### src/rtl/spi_be_pkg.sv
package spi_be_pkg;
  typedef struct packed {
    logic sck;
    logic cs_n;
    logic si;
    logic hold_n;
  } spi_pins_t;

  localparam spi_pins_t PINS_IDLE = '{sck: 1'b0, cs_n: 1'b1, si: 1'b0, hold_n: 1'b1};
endpackage

### src/rtl/spi_be_sync.sv
module spi_be_sync #(
  parameter int              W       = 1,
  parameter int              STAGES  = 2,
  parameter logic [W-1:0]    RST_VAL = '0
) (
  input  logic         clk,
  input  logic         rst_n,
  input  logic [W-1:0] d,
  output logic [W-1:0] q
);
  logic [STAGES-1:0][W-1:0] stg_q;
  logic [STAGES-1:0][W-1:0] stg_d;

  always_comb begin
    stg_d = {stg_q[STAGES-2:0], d};
  end

  always_ff @(posedge clk or negedge rst_n) begin
    if (!rst_n) stg_q <= {STAGES{RST_VAL}};
    else        stg_q <= stg_d;
  end

  assign q = stg_q[STAGES-1];
endmodule

### src/rtl/spi_be_ctrl.sv
module spi_be_ctrl (
  input  logic clk,
  input  logic rst_n,
  input  logic sck_s,
  input  logic cs_n_s,
  input  logic hold_n_s,
  output logic sel,
  output logic sel_start,
  output logic rise_ev,
  output logic fall_ev,
  output logic held,
  output logic mode3
);
  logic sck_q;
  logic sel_d, held_d, mode3_d;

  always_comb begin
    held_d = held;
    if (!sck_s) held_d = !hold_n_s;
    sel_d = sel;
    if (!held) sel_d = !cs_n_s;
  end

  assign sel_start = !sel && sel_d;

  always_comb begin
    mode3_d = mode3;
    if (sel_start) mode3_d = sck_s;
  end

  assign rise_ev = sel && !held &&  sck_s && !sck_q;
  assign fall_ev = sel && !held && !sck_s &&  sck_q;

  always_ff @(posedge clk or negedge rst_n) begin
    if (!rst_n) begin
      sck_q <= 1'b0;
      sel   <= 1'b0;
      held  <= 1'b0;
      mode3 <= 1'b0;
    end else begin
      sck_q <= sck_s;
      sel   <= sel_d;
      held  <= held_d;
      mode3 <= mode3_d;
    end
  end

  // mode is frozen for the whole selection
  a_r1_mode_stable: assert property (@(posedge clk) disable iff (!rst_n)
    (sel && $past(sel)) |-> $stable(mode3));

  // hold state changes only after a low serial clock sample
  a_r9_hold_on_low: assert property (@(posedge clk) disable iff (!rst_n)
    (held != $past(held)) |-> !$past(sck_s));

  // selection state does not move while held
  a_r8_sel_frozen: assert property (@(posedge clk) disable iff (!rst_n)
    (held && $past(held)) |-> $stable(sel));
endmodule

### src/rtl/spi_be_shift.sv
module spi_be_shift #(
  parameter int DATA_W = 8,
  parameter int IDX_W  = 4
) (
  input  logic              clk,
  input  logic              rst_n,
  input  logic              sel,
  input  logic              sel_start,
  input  logic              rise_ev,
  input  logic              fall_ev,
  input  logic              si_s,
  input  logic [DATA_W-1:0] tx_byte,
  output logic              so_bit,
  output logic [DATA_W-1:0] rx_byte,
  output logic              byte_valid,
  output logic [IDX_W-1:0]  byte_idx
);
  localparam int              CNT_W   = $clog2(DATA_W);
  localparam logic [CNT_W-1:0] LAST_BIT = CNT_W'(DATA_W - 1);
  localparam logic [IDX_W-1:0] IDX_MAX  = {IDX_W{1'b1}};

  logic [CNT_W-1:0]  bit_cnt, bit_cnt_d;
  logic              first, first_d;
  logic [IDX_W-1:0]  idx, idx_d;
  logic [DATA_W-1:0] rx_sh, rx_sh_d, tx_sh, tx_sh_d;
  logic [DATA_W-1:0] rx_out_d;
  logic [IDX_W-1:0]  idx_out_d;
  logic              vld_d;
  logic [DATA_W-1:0] rx_next;

  assign rx_next = {rx_sh[DATA_W-2:0], si_s};

  always_comb begin
    bit_cnt_d = bit_cnt;
    first_d   = first;
    idx_d     = idx;
    rx_sh_d   = rx_sh;
    tx_sh_d   = tx_sh;
    rx_out_d  = rx_byte;
    idx_out_d = byte_idx;
    vld_d     = 1'b0;
    if (!sel || sel_start) begin
      bit_cnt_d = '0;
      idx_d     = '0;
      first_d   = 1'b1;
      if (sel_start) tx_sh_d = tx_byte;
    end else if (rise_ev) begin
      rx_sh_d   = rx_next;
      bit_cnt_d = bit_cnt + 1'b1;
      first_d   = 1'b0;
      if (bit_cnt == LAST_BIT) begin
        bit_cnt_d = '0;
        vld_d     = 1'b1;
        rx_out_d  = rx_next;
        idx_out_d = idx;
        if (idx != IDX_MAX) idx_d = idx + 1'b1;
      end
    end else if (fall_ev && !first) begin
      if (bit_cnt == '0) tx_sh_d = tx_byte;
      else               tx_sh_d = {tx_sh[DATA_W-2:0], 1'b0};
    end
  end

  always_ff @(posedge clk or negedge rst_n) begin
    if (!rst_n) begin
      bit_cnt    <= '0;
      first      <= 1'b1;
      idx        <= '0;
      rx_sh      <= '0;
      tx_sh      <= '0;
      rx_byte    <= '0;
      byte_idx   <= '0;
      byte_valid <= 1'b0;
    end else begin
      bit_cnt    <= bit_cnt_d;
      first      <= first_d;
      idx        <= idx_d;
      rx_sh      <= rx_sh_d;
      tx_sh      <= tx_sh_d;
      rx_byte    <= rx_out_d;
      byte_idx   <= idx_out_d;
      byte_valid <= vld_d;
    end
  end

  assign so_bit = tx_sh[DATA_W-1];

  // a byte strobe lasts one cycle
  a_r2_valid_pulse: assert property (@(posedge clk) disable iff (!rst_n)
    byte_valid |=> !byte_valid);

  // bytes only come out of a live selection
  a_r5_valid_needs_sel: assert property (@(posedge clk) disable iff (!rst_n)
    byte_valid |-> $past(sel));

  // the index never moves down inside a selection except back to 0 on restart
  a_r6_idx_monotonic: assert property (@(posedge clk) disable iff (!rst_n)
    (sel && $past(sel) && !sel_start) |-> (idx >= $past(idx)));
endmodule

### src/rtl/spi_bit_engine.sv
module spi_bit_engine #(
  parameter int DATA_W = 8,
  parameter int IDX_W  = 4
) (
  input  logic              clk,
  input  logic              rst_n,
  input  logic              spi_sck,
  input  logic              spi_cs_n,
  input  logic              spi_si,
  input  logic              spi_hold_n,
  output logic              spi_so,
  output logic              spi_so_oe,
  input  logic [DATA_W-1:0] tx_byte,
  input  logic              tx_en,
  output logic [DATA_W-1:0] rx_byte,
  output logic              byte_valid,
  output logic [IDX_W-1:0]  byte_idx,
  output logic              spi_mode3,
  output logic              spi_held
);
  import spi_be_pkg::*;

  logic [1:0] rst_q;
  logic       rst_ns;
  always_ff @(posedge clk or negedge rst_n) begin
    if (!rst_n) rst_q <= 2'b00;
    else        rst_q <= {rst_q[0], 1'b1};
  end
  assign rst_ns = rst_q[1];

  spi_pins_t pins_raw, pins_s;
  assign pins_raw = '{sck: spi_sck, cs_n: spi_cs_n, si: spi_si, hold_n: spi_hold_n};

  spi_be_sync #(.W($bits(spi_pins_t)), .STAGES(2), .RST_VAL(PINS_IDLE)) u_sync (
    .clk(clk), .rst_n(rst_ns), .d(pins_raw), .q(pins_s)
  );

  logic sel, sel_start, rise_ev, fall_ev;

  spi_be_ctrl u_ctrl (
    .clk(clk), .rst_n(rst_ns),
    .sck_s(pins_s.sck), .cs_n_s(pins_s.cs_n), .hold_n_s(pins_s.hold_n),
    .sel(sel), .sel_start(sel_start), .rise_ev(rise_ev), .fall_ev(fall_ev),
    .held(spi_held), .mode3(spi_mode3)
  );

  spi_be_shift #(.DATA_W(DATA_W), .IDX_W(IDX_W)) u_shift (
    .clk(clk), .rst_n(rst_ns),
    .sel(sel), .sel_start(sel_start), .rise_ev(rise_ev), .fall_ev(fall_ev),
    .si_s(pins_s.si), .tx_byte(tx_byte), .so_bit(spi_so),
    .rx_byte(rx_byte), .byte_valid(byte_valid), .byte_idx(byte_idx)
  );

  assign spi_so_oe = sel && !spi_held && tx_en;

  // no byte completes while a hold is in effect
  a_r7_hold_quiet: assert property (@(posedge clk) disable iff (!rst_ns)
    spi_held |-> !byte_valid);
endmodule

### config.mk
export PLATFORM = sky130hd
export DESIGN_NAME = spi_bit_engine
export DESIGN_NICKNAME = d
export VERILOG_FILES = /design/src/rtl/spi_be_pkg.sv /design/src/rtl/spi_be_sync.sv /design/src/rtl/spi_be_ctrl.sv /design/src/rtl/spi_be_shift.sv /design/src/rtl/spi_bit_engine.sv
export SDC_FILE = /design/constraint.sdc
export NUM_CORES = 1
export LEC_CHECK = 0
export BUFFER_PORTS_ARGS = -buffer_cell sky130_fd_sc_hd__buf_2
export CORE_MARGIN = 3
export CORE_UTILIZATION = 60
export CTS_BUF_LIST = sky130_fd_sc_hd__clkbuf_2 sky130_fd_sc_hd__clkbuf_4 sky130_fd_sc_hd__clkbuf_8
export CTS_CLUSTER_SIZE = 28
export DETAILED_ROUTE_END_ITERATION = 10
export GPL_TIMING_DRIVEN = 0
export HOLD_SLACK_MARGIN = 0.12
export MAX_ROUTING_LAYER = met4
export PLACE_DENSITY = 0.83
export SLEW_MARGIN = 20
export SYNTH_ARGS = -nofsm -noshare
export SYNTH_HDL_FRONTEND = slang
export SYNTH_HIERARCHICAL = 1
export SYNTH_SLANG_ARGS = --single-unit
export TNS_END_PERCENT = 30
### constraint.sdc
create_clock -name clk -period 4.3 [get_ports clk]
set_clock_uncertainty 0.1 [all_clocks]
set_input_delay 0.43 -clock clk [delete_from_list [all_inputs] [get_ports clk]]
set_output_delay 0.43 -clock clk [all_outputs]
set_load 0.02 [all_outputs]
==> impl_metrics.tcl, run 1 <==
set metrics [dict create \
    outcome "finished clean" \
    drt-pass1-iter-count 4 \
    p_sw_share_pct 25.3 \
    synth_area_sq_um 2120 \
    die_w_um 65.4 \
    hold_class "flop to async pin" \
    syn_area_per_cell_sq_um 13.4 \
    drive_above_1_share_pct 38.2 \
    clk_pin_slew_ns 0.13 \
    ys_seq_area_share_pct 59.4 \
    grt_pass1_vias 1428 \
    ctsRootBufferMaster "clkbuf_4" \
    grt_antenna_before_repair 0 \
    dp_hpwl_mm 2.63 \
    synth_flop_cell "dfrtp_1" \
    insertion_delay_ns 0.35 \
    cp.arrival_ns 2.10 \
    slowest_stage "dfrtp_1" \
    p_leak_uw 0.00122 \
    dieArea_sq_um 4280 \
    cts_max_level 2 \
    clock_sinks 50 \
    layout_min_cycle_time_ns 1.93 \
    synth_seq_cells 50 \
    core_sq_um 3200 \
    overflow 0 \
    wire_per_inst_um 14.9 \
    cellPowerDensity_nw_per_um2 394 \
    ys_types 39 \
    start_util_pct 66.1 \
    gp_congestion 0.749 \
    grt_max_degree 32 \
    clockPowerShare_pct 27.6 \
    crit_chain "nor4bb_1 -> buf_6 -> nor4bb_4 -> buf_6 -> or2_1 -> buf_6 -> a31oi_1" \
    max_stage_delay_ns 0.47 \
    start_kind "flop" \
    synth_edf_count 0 \
    pin_count 32 \
    cts_buffer_depth 2 \
    num_vias 1375 \
    tightest_slew_ns 0.711 \
    wl_mm 3.69 \
    synthCells 158 \
    timing.fmax_mhz 519 \
    critical_path_required_ns 4.47 \
    worst-path-max-fanout 10 \
    finalSetupTns_ns 0 \
    async_flop_share_pct 100 \
    irDropWorstVdd_uv 341 \
    synthToLayoutAreaGrowth_pct 17.7 \
    grt_pass1_wl_mm 6.53 \
    period_share_pct 44.8 \
    detail_route.iter0.violations 122 \
    port_buffers 31 \
    cts_tree "built" \
    via_per_inst 5.54 \
    intPower_uw 734 \
    p_sw_uw 249 \
    post-place-cells 234 \
    crit_path_end_kind "flop" \
    fill_cells 227 \
    finalHoldViolations 0 \
    track_usage_pct 20.4 \
    setup_violations 0 \
    diodes 0 \
    pwr-share-comb_pct 14.7 \
    postRouteAntennaNets 0 \
    cp_common_cell "buf_6" \
    rows 20 \
    seq_area_sq_um 1260 \
    pwr-share-seq_pct 57.7 \
    nNetsFinal 222 \
    drc 0 \
    max-slew-margin-rel_pct 52.4 \
    cts_buffers 5 \
    critical_path_class "flop to flop" \
    slew_viol_final 0 \
    post-cts-setup-buffers 0 \
    maxCapViolCount 0 \
    multiInputGateArea_sq_um 771 \
    rsz0062_at_grt "false" \
    fin_cells 248 \
    dieHeight_um 65.4 \
    yosysWarnings 6 \
    syn-num-nets 177 \
]
## synthesized netlist by cell type, types with 2 or more instances
| master | instances | share of area (%) |
|---|---|---|
| nand2_1 | 2 | 0.35 |
| buf_6 | 5 | 2.7 |
| mux2_4 | 9 | 6.4 |
| nor3_1 | 8 | 1.9 |
| nand3_1 | 9 | 2.1 |
| nor2_1 | 2 | 0.35 |
| a31oi_1 | 8 | 2.4 |
| a21oi_1 | 6 | 1.4 |
| or3_1 | 2 | 0.59 |
| mux2i_1 | 2 | 0.95 |
| nor3b_1 | 2 | 0.71 |
| dfstp_2 | 5 | 6.2 |
| ha_1 | 4 | 2.4 |
| buf_2 | 2 | 0.47 |
| o21ai_0 | 9 | 2.1 |
| nor2b_1 | 2 | 0.59 |
| mux2_2 | 10 | 5.3 |
| inv_1 | 6 | 1.1 |
| dfrtp_1 | 45 | 53 |
## through the flow
| stage | hold slack (ns) | area (sq um) | total power [uW] | util, % | setup slack, ns |
|---|---|---|---|---|---|
| 3_3_place_gp | 0.115 | 2330 | 700 | 72.7 | 2.31 |
| 3_5_place_dp | 0.110 | 2350 | 718 | 73.3 | 2.40 |
| 2_1_floorplan | 0.0344 | 2120 | 668 | - | 2.47 |
| 5_1_grt | 0.155 | 2490 | 1040 | 77.8 | 2.25 |
| 4_1_cts | 0.138 | 2490 | 992 | 77.8 | 2.35 |
| 6_report | 0.135 | 2490 | 983 | 77.8 | 2.37 |
## state kept, by name, indices dropped and copies added, names as in the netlist
name,cells
u_shift/first,1
u_ctrl/mode3,1
u_shift/rx_sh,7
u_sync/stg_d,4
u_shift/tx_sh,8
u_ctrl/held,1
rst_q,2
u_shift/bit_cnt,3
u_sync/q,4
u_shift/rx_byte,8
u_shift/idx,4
u_shift/byte_valid,1
u_ctrl/sck_q,1
u_shift/byte_idx,4
u_ctrl/sel,1
## critical path: cells and delay by family, from the launching register on
| kind | cells | cell delay (ns) |
|---|---|---|
| buf+inv | 3 | 0.48 |
| flops | 1 | 0.47 |
| compound gates | 1 | 0.15 |
| simple gates | 3 | 0.65 |
## per-layer routing
metal | track usage, % | routed length (um)
met5 | - | 0
met4 | 4.92 | 30
met3 | 4.79 | 183
met2 | 35.0 | 1880
met1 | 24.5 | 1600
## layout make-up
class	instances	share of cell area, %
flip-flops and latches	50	50.5
multi-input cells	95	30.9
repair buffers	38	9.44
plain buffers	7	2.66
well taps	44	2.21
clock buffers	7	2.11
clock inverters	1	1.21
inverters	6	0.904
## power groups by stage
stage                     Sequential, uW  Combinational [uW]  Clock [uW]
after floorplan                      579                88.6           0
after global placement               578                 123           0
after detailed placement             579                 138           0
after CTS                            567                 146         279
after global routing                 574                 160         302
final                                567                 145         271
## cell usage in the layout (no fill, tap or decap), types with 2 or more instances in the layout
cell type / n
inv_1: 6
dfrtp_1: 44
nand2_1: 2
nor2b_1: 2
mux2i_1: 2
o21ai_0: 9
dfstp_2: 5
nand3_1: 9
a31oi_1: 8
nor3_1: 8
dlygate4sd3_1: 6
buf_6: 5
mux2_2: 10
mux2_4: 9
nor2_1: 2
clkbuf_4: 7
nor3b_1: 2
a21oi_1: 6
ha_1: 4
or3_1: 2
buf_2: 33
## worst paths after layout
kind                        startpoint                  to  slack (ns)  cells after the start
max in group asynchronous     rst_q[1]  u_shift/rx_byte[6]        2.85                      1
min reg2reg                   rst_q[1]  u_shift/bit_cnt[0]        0.13                      1
max reg2reg                u_ctrl/held    u_shift/tx_sh[7]        2.37                      7
max                        u_ctrl/held    u_shift/tx_sh[7]        2.37                      7
min                           rst_q[1]  u_shift/bit_cnt[0]        0.13                      1
min in group clk            tx_byte[0]    u_shift/tx_sh[0]        0.24                      3
## timing repair
action | in CTS | in global routing
resized for setup | 0 | 0
hold buffers | 6 | 0
endpoints found under the hold margin | 23 | 0
## logic make-up (layout without fill, tap and decap cells)
| group | Yosys count | in the layout | share of synthesized area [%] |
|---|---|---|---|
| other | 1 | 1 | 0.177 |
| and+or+nand+nor | 41 | 41 | 13.4 |
| adders and majority gates | 4 | 4 | 2.36 |
| AOI/OAI and AO/OA | 27 | 27 | 7.27 |
| muxes | 22 | 22 | 13.2 |
| buffers and inverters | 13 | 59 | 4.20 |
| DFF | 50 | 50 | 59.4 |
No activity file was read; power rests on OpenSTA's default activity.
==> run 2, diff against run 1 <==
--- a/config.mk
+++ b/config.mk
@@ -7,14 +7,14 @@
 export LEC_CHECK = 0
 export BUFFER_PORTS_ARGS = -buffer_cell sky130_fd_sc_hd__buf_2
 export CORE_MARGIN = 3
-export CORE_UTILIZATION = 60
+export CORE_UTILIZATION = 58
 export CTS_BUF_LIST = sky130_fd_sc_hd__clkbuf_2 sky130_fd_sc_hd__clkbuf_4 sky130_fd_sc_hd__clkbuf_8
 export CTS_CLUSTER_SIZE = 28
 export DETAILED_ROUTE_END_ITERATION = 10
 export GPL_TIMING_DRIVEN = 0
 export HOLD_SLACK_MARGIN = 0.12
 export MAX_ROUTING_LAYER = met4
-export PLACE_DENSITY = 0.83
+export PLACE_DENSITY = 0.81
 export SLEW_MARGIN = 20
 export SYNTH_ARGS = -nofsm -noshare
 export SYNTH_HDL_FRONTEND = slang
==> constraint.sdc (replaced) <==
create_clock -name clk -period 2 [get_ports clk]
set_clock_uncertainty 0.1 [all_clocks]
set_input_delay 0.2 -clock clk [delete_from_list [all_inputs] [get_ports clk]]
set_output_delay 0.2 -clock clk [all_outputs]
set_load 0.02 [all_outputs]
==> run 2 against run 1 <==
Effect of this change: non-clock buffer count rose by 9; register-to-register slack got worse by 2.3 ns; worst setup slack lost 2.3 ns; fmax rose by 1.2%; critical path type unchanged; highest routed layer unchanged.
==> impl_metrics.tcl, run 2 (synthesis results as in run 1) <==
set metrics [dict create \
    p_sw_share_pct 27.1 \
    num_vias 1434 \
    rr_startpoint "u_ctrl/held" \
    p_leak_uw 0.00124 \
    slew_viol_final 0 \
    wl_mm 3.97 \
    cts_max_level 2 \
    setup_violations 0 \
    gp_congestion 0.829 \
    post-place-cells 236 \
    dieHeight_um 66.4 \
    cp.arrival_ns 2.05 \
    clk_pin_slew_ns 0.14 \
    drc 0 \
    drive_above_1_share_pct 38.0 \
    detail_route.iter0.violations 198 \
    layout_min_cycle_time_ns 1.90 \
    fin_util_pct 75.2 \
    finalHoldViolations 0 \
    r2r-end "u_shift/rx_byte[0]" \
    cellPowerDensity_nw_per_um2 782 \
    crit_chain "nor3_2 -> and2b_1 -> buf_6 -> nand3_4 -> buf_6 -> mux2_4" \
    wire_per_inst_um 15.3 \
    pwr-share-comb_pct 16.4 \
    diodes 0 \
    fin_cells 259 \
    synthToLayoutAreaGrowth_pct 21.4 \
    pin_count 32 \
    irDropWorstVdd_uv 529 \
    start_kind "flop" \
    via_per_inst 5.54 \
    grt_antenna_before_repair 0 \
    slowest_stage "dfrtp_2" \
    grt_max_degree 36 \
    worst-path-max-fanout 10 \
    grt_pass1_vias 1469 \
    cp_common_cell "buf_6" \
    intPower_uw 1460 \
    overflow 0 \
    period_share_pct 95.2 \
    cp_top_family "simple AND/OR/NAND/NOR gates" \
    cts_buffers 5 \
    cts_tree "built" \
    ctsRootBufferMaster "clkbuf_4" \
    insertion_delay_ns 0.36 \
    track_usage_pct 21.1 \
    clock_sinks 50 \
    timing.fmax_mhz 525 \
    tightest_slew_ns 0.560 \
    reg2reg_depth 6 \
    start_util_pct 62.0 \
    outcome "finished clean" \
    cts_buffer_depth 2 \
    critical_path_class "flop to flop" \
    cp_num_buf_inv 2 \
    r2r_setup_slack_ns 0.1 \
    pwr-share-seq_pct 60.7 \
    p_sw_uw 546 \
    max_stage_delay_ns 0.47 \
    crit_path_end_kind "flop" \
    die_w_um 66.4 \
    nNetsFinal 231 \
    grt_pass1_wl_mm 6.76 \
    drt-pass1-iter-count 4 \
    rsz0062_at_grt "false" \
    postRouteAntennaNets 0 \
    port_buffers 31 \
    clockPowerShare_pct 22.9 \
    final_cell_mix "42 x dfrtp_1, 33 x buf_2, 15 x dlygate4sd3_1" \
    rows 21 \
    dp_hpwl_mm 2.66 \
    max-slew-margin-rel_pct 62.5 \
    critical_path_required_ns 2.15 \
    hold_class "flop to async pin" \
    final_common_cell "dfrtp_1" \
    worst_hold_slack_ns 0.129 \
    reg.largest.list "u_shift/rx_byte: 8 flops, u_shift/tx_sh: 8 flops, u_shift/rx_sh: 7 flops" \
    finalPower_uw 2010 \
    maxCapViolCount 0 \
    core_sq_um 3420 \
    dieArea_sq_um 4410 \
]
run 2: worst max-delay path by stage:
stage,from,end,depth (start not counted)
global route,u_ctrl/held,u_shift/rx_byte[0],6
detailed placement,u_ctrl/sel,u_shift/byte_idx[2],6
CTS,u_ctrl/sel,u_shift/rx_byte[0],6
floorplan,u_ctrl/held,u_shift/byte_idx[0],6
finish,u_ctrl/held,u_shift/rx_byte[0],6
global placement,rst_q[1],u_shift/idx[2],0
run 2: per-stage QoR:
stage | worst slack [ns] | setup TNS, ns | instance area (sq um)
finish | 0.0960 | 0 | 2570
global route | 0.0131 | 0 | 2570
CTS | 0.0506 | 0 | 2560
detailed placement | 0.0691 | 0 | 2350
global placement | -0.0148 | -0.576 | 2330
floorplan | 0.166 | 0 | 2120
run 2: layout make-up:
cell class / instances / area [sq um]
Buffer: 7 / 66.3
Multi-Input combinational cell: 95 / 777
Clock buffer: 7 / 52.6
Tap cell: 46 / 57.6
Sequential cell: 50 / 1260
Inverter: 6 / 22.5
Fill cell: 238 / 846
Timing Repair Buffer: 47 / 325
Clock inverter: 1 / 7.51
run 2: power by group through the flow:
stage | Clock (uW) | Combinational [uW] | Sequential, uW
floorplan | 0 | 191 | 1250
global placement | 0 | 264 | 1240
detailed placement | 0 | 300 | 1240
CTS | 477 | 331 | 1220
global route | 528 | 364 | 1240
finish | 461 | 330 | 1220
run 2: per-layer routing:
metal	GRT usage, %	vias to the layer above	share of wire (%)
met2	33.3	48	53
met3	5.27	7	5.0
met4	8.88	0	1.3
met1	25.8	709	40
met5	-	-	0
li1	-	670	-
run 2: repair_timing:
| item | CTS | global route |
|---|---|---|
| resized for setup | 0 | 3 |
| endpoints found under the hold margin | 27 | 0 |
| hold buffers | 15 | 0 |
| setup endpoints to repair | 0 | 12 |
| buffers inserted | 0 | 0 |
==> run 3, diff against run 2 <==
--- a/config.mk
+++ b/config.mk
@@ -15,6 +15,7 @@
 export HOLD_SLACK_MARGIN = 0.12
 export MAX_ROUTING_LAYER = met4
 export PLACE_DENSITY = 0.81
+export SETUP_SLACK_MARGIN = 0.15
 export SLEW_MARGIN = 20
 export SYNTH_ARGS = -nofsm -noshare
 export SYNTH_HDL_FRONTEND = slang
==> run 3 against run 2 <==
Effect of this change: fmax increased by 4.5%; sequential share of layout area down 2.7 points; sequential power hardly changed; largest power group unchanged.
==> impl_metrics.tcl, run 3 (synthesis results as in run 1) <==
set metrics [dict create \
    reg2reg_depth 6 \
    pre_cts_ws_ns 0.0691 \
    maxCapViolCount 0 \
    clock_sinks 50 \
    outcome "finished clean" \
    ctsRootBufferMaster "clkbuf_4" \
    start_util_pct 62.0 \
    start_kind "flop" \
    drt-pass1-iter-count 7 \
    die_w_um 66.4 \
    track_usage_pct 21.4 \
    rows 21 \
    insertion_delay_ns 0.36 \
    via_per_inst 5.55 \
    core_sq_um 3420 \
    cts_buffers 5 \
    synthToLayoutAreaGrowth_pct 28.5 \
    timing.fmax_mhz 549 \
    wire_per_inst_um 16.0 \
    max_stage_delay_ns 0.47 \
    hold_class "flop to async pin" \
    r2r-end "u_shift/byte_idx[0]" \
    pin_count 32 \
    dieHeight_um 66.4 \
    setup_violations 0 \
    worst_hold_slack_ns 0.130 \
    drive_above_1_share_pct 43.4 \
    rr_startpoint "u_ctrl/sel" \
    grt_max_degree 36 \
    r2r_setup_slack_ns 0.18 \
    p_leak_uw 0.00131 \
    num_vias 1481 \
    final_cell_mix "41 x dfrtp_1, 33 x buf_2, 15 x dlygate4sd3_1" \
    critical_path_required_ns 2.16 \
    slew_viol_final 0 \
    wl_mm 4.27 \
    irDropWorstVdd_uv 509 \
    drc 0 \
    reg.largest.list "u_shift/rx_byte: 8 flops, u_shift/tx_sh: 8 flops, u_shift/rx_sh: 7 flops" \
    tightest_slew_ns 0.560 \
    overflow 0 \
    cts_tree "built" \
    postRouteAntennaNets 0 \
    nNetsFinal 239 \
    clk_pin_slew_ns 0.14 \
    crit_chain "nor3_4 -> and2b_1 -> buf_6 -> nand3_4 -> clkbuf_16 -> mux2_4" \
    detail_route.iter0.violations 131 \
    rsz0062_at_grt "true" \
    finalPower_uw 2070 \
    max-slew-margin-rel_pct 62.6 \
    layout_min_cycle_time_ns 1.82 \
    port_buffers 31 \
    dp_hpwl_mm 2.66 \
    gp_congestion 0.829 \
    cp.arrival_ns 1.99 \
    grt_antenna_before_repair 0 \
    period_share_pct 91.1 \
    setup_slack_ns 0.178 \
    cts_buffer_depth 2 \
    critical_path_class "flop to flop" \
    finalHoldViolations 0 \
    grt_pass1_vias 1483 \
    diodes 0 \
    slowest_stage "dfrtp_2" \
    cts_max_level 2 \
    finalSetupTns_ns 0 \
    worst-path-max-fanout 9 \
    dieArea_sq_um 4410 \
    grt_pass1_wl_mm 6.82 \
    cellPowerDensity_nw_per_um2 761 \
    crit_path_end_kind "flop" \
    final_common_cell "dfrtp_1" \
]
-- run 3: changes by cell type in the layout (fill, tap and decap cells not counted), moves of 2 or more --
cell | previous run | this run
a31oi_1 | 8 | 4
a31oi_2 | 0 | 2
a31oi_4 | 0 | 2
buf_4 | 0 | 7
-- run 3: worst max path at each step --
stage                startpoint                  end  slack (ns)  depth (start not counted)
floorplan           u_ctrl/held  u_shift/byte_idx[0]        0.17                          6
global placement       rst_q[1]       u_shift/idx[2]       -0.01                          0
detailed placement   u_ctrl/sel  u_shift/byte_idx[2]        0.07                          6
CTS                 u_ctrl/held     u_shift/tx_sh[5]        0.14                          7
global route        u_ctrl/held     u_shift/tx_sh[2]        0.06                          7
finish               u_ctrl/sel  u_shift/byte_idx[0]        0.18                          6
-- run 3: repair_timing --
action                     4_1_cts  5_1_grt
setup endpoints to repair       20       20
pin swaps                        1        3
setup buffers                    5        2
gates cloned                     0        1
resized for setup                6        8
hold endpoints to repair        27        0
hold buffers                    15        0
-- run 3: area by class of cell --
| class | count | area (sq um) |
|---|---|---|
| Buffer | 7 | 75.1 |
| Clock buffer | 7 | 52.6 |
| Clock inverter | 1 | 7.51 |
| Fill cell | 222 | 696 |
| Inverter | 6 | 22.5 |
| Multi-Input combinational cell | 95 | 840 |
| Sequential cell | 50 | 1260 |
| Tap cell | 46 | 57.6 |
| Timing Repair Buffer | 55 | 403 |
-- run 3: per-stage QoR --
| stage | std cells | utilization [%] | instance area [sq um] |
|---|---|---|---|
| detailed placement | 236 | 68.8 | 2350 |
| floorplan | 158 | - | 2120 |
| CTS | 264 | 76.8 | 2620 |
| finish | 267 | 79.6 | 2720 |
| global route | 267 | 79.6 | 2720 |
| global placement | 235 | 68.2 | 2330 |
-- run 3: power by group --
part / switching [uW] / internal [uW]
combinational: 193 / 193
sequential: 86.9 / 1140
clock: 293 / 166
total: 573 / 1500
-- run 3: worst max-delay path, delay by kind of cell, from the launching register on --
family                 cells  cell delay [ns]
AND/OR/NAND/NOR            3             0.53
multiplexers               1             0.30
buffers and inverters      2             0.32
flip-flops                 1             0.47
-- run 3: layer usage --
metal / GRT usage (%) / routed length [um] / vias up
met5: - / 0 / -
met4: 8.88 / 64 / 0
met3: 5.27 / 248 / 9
met2: 33.8 / 2220 / 64
met1: 26.3 / 1740 / 719
li1: - / - / 689
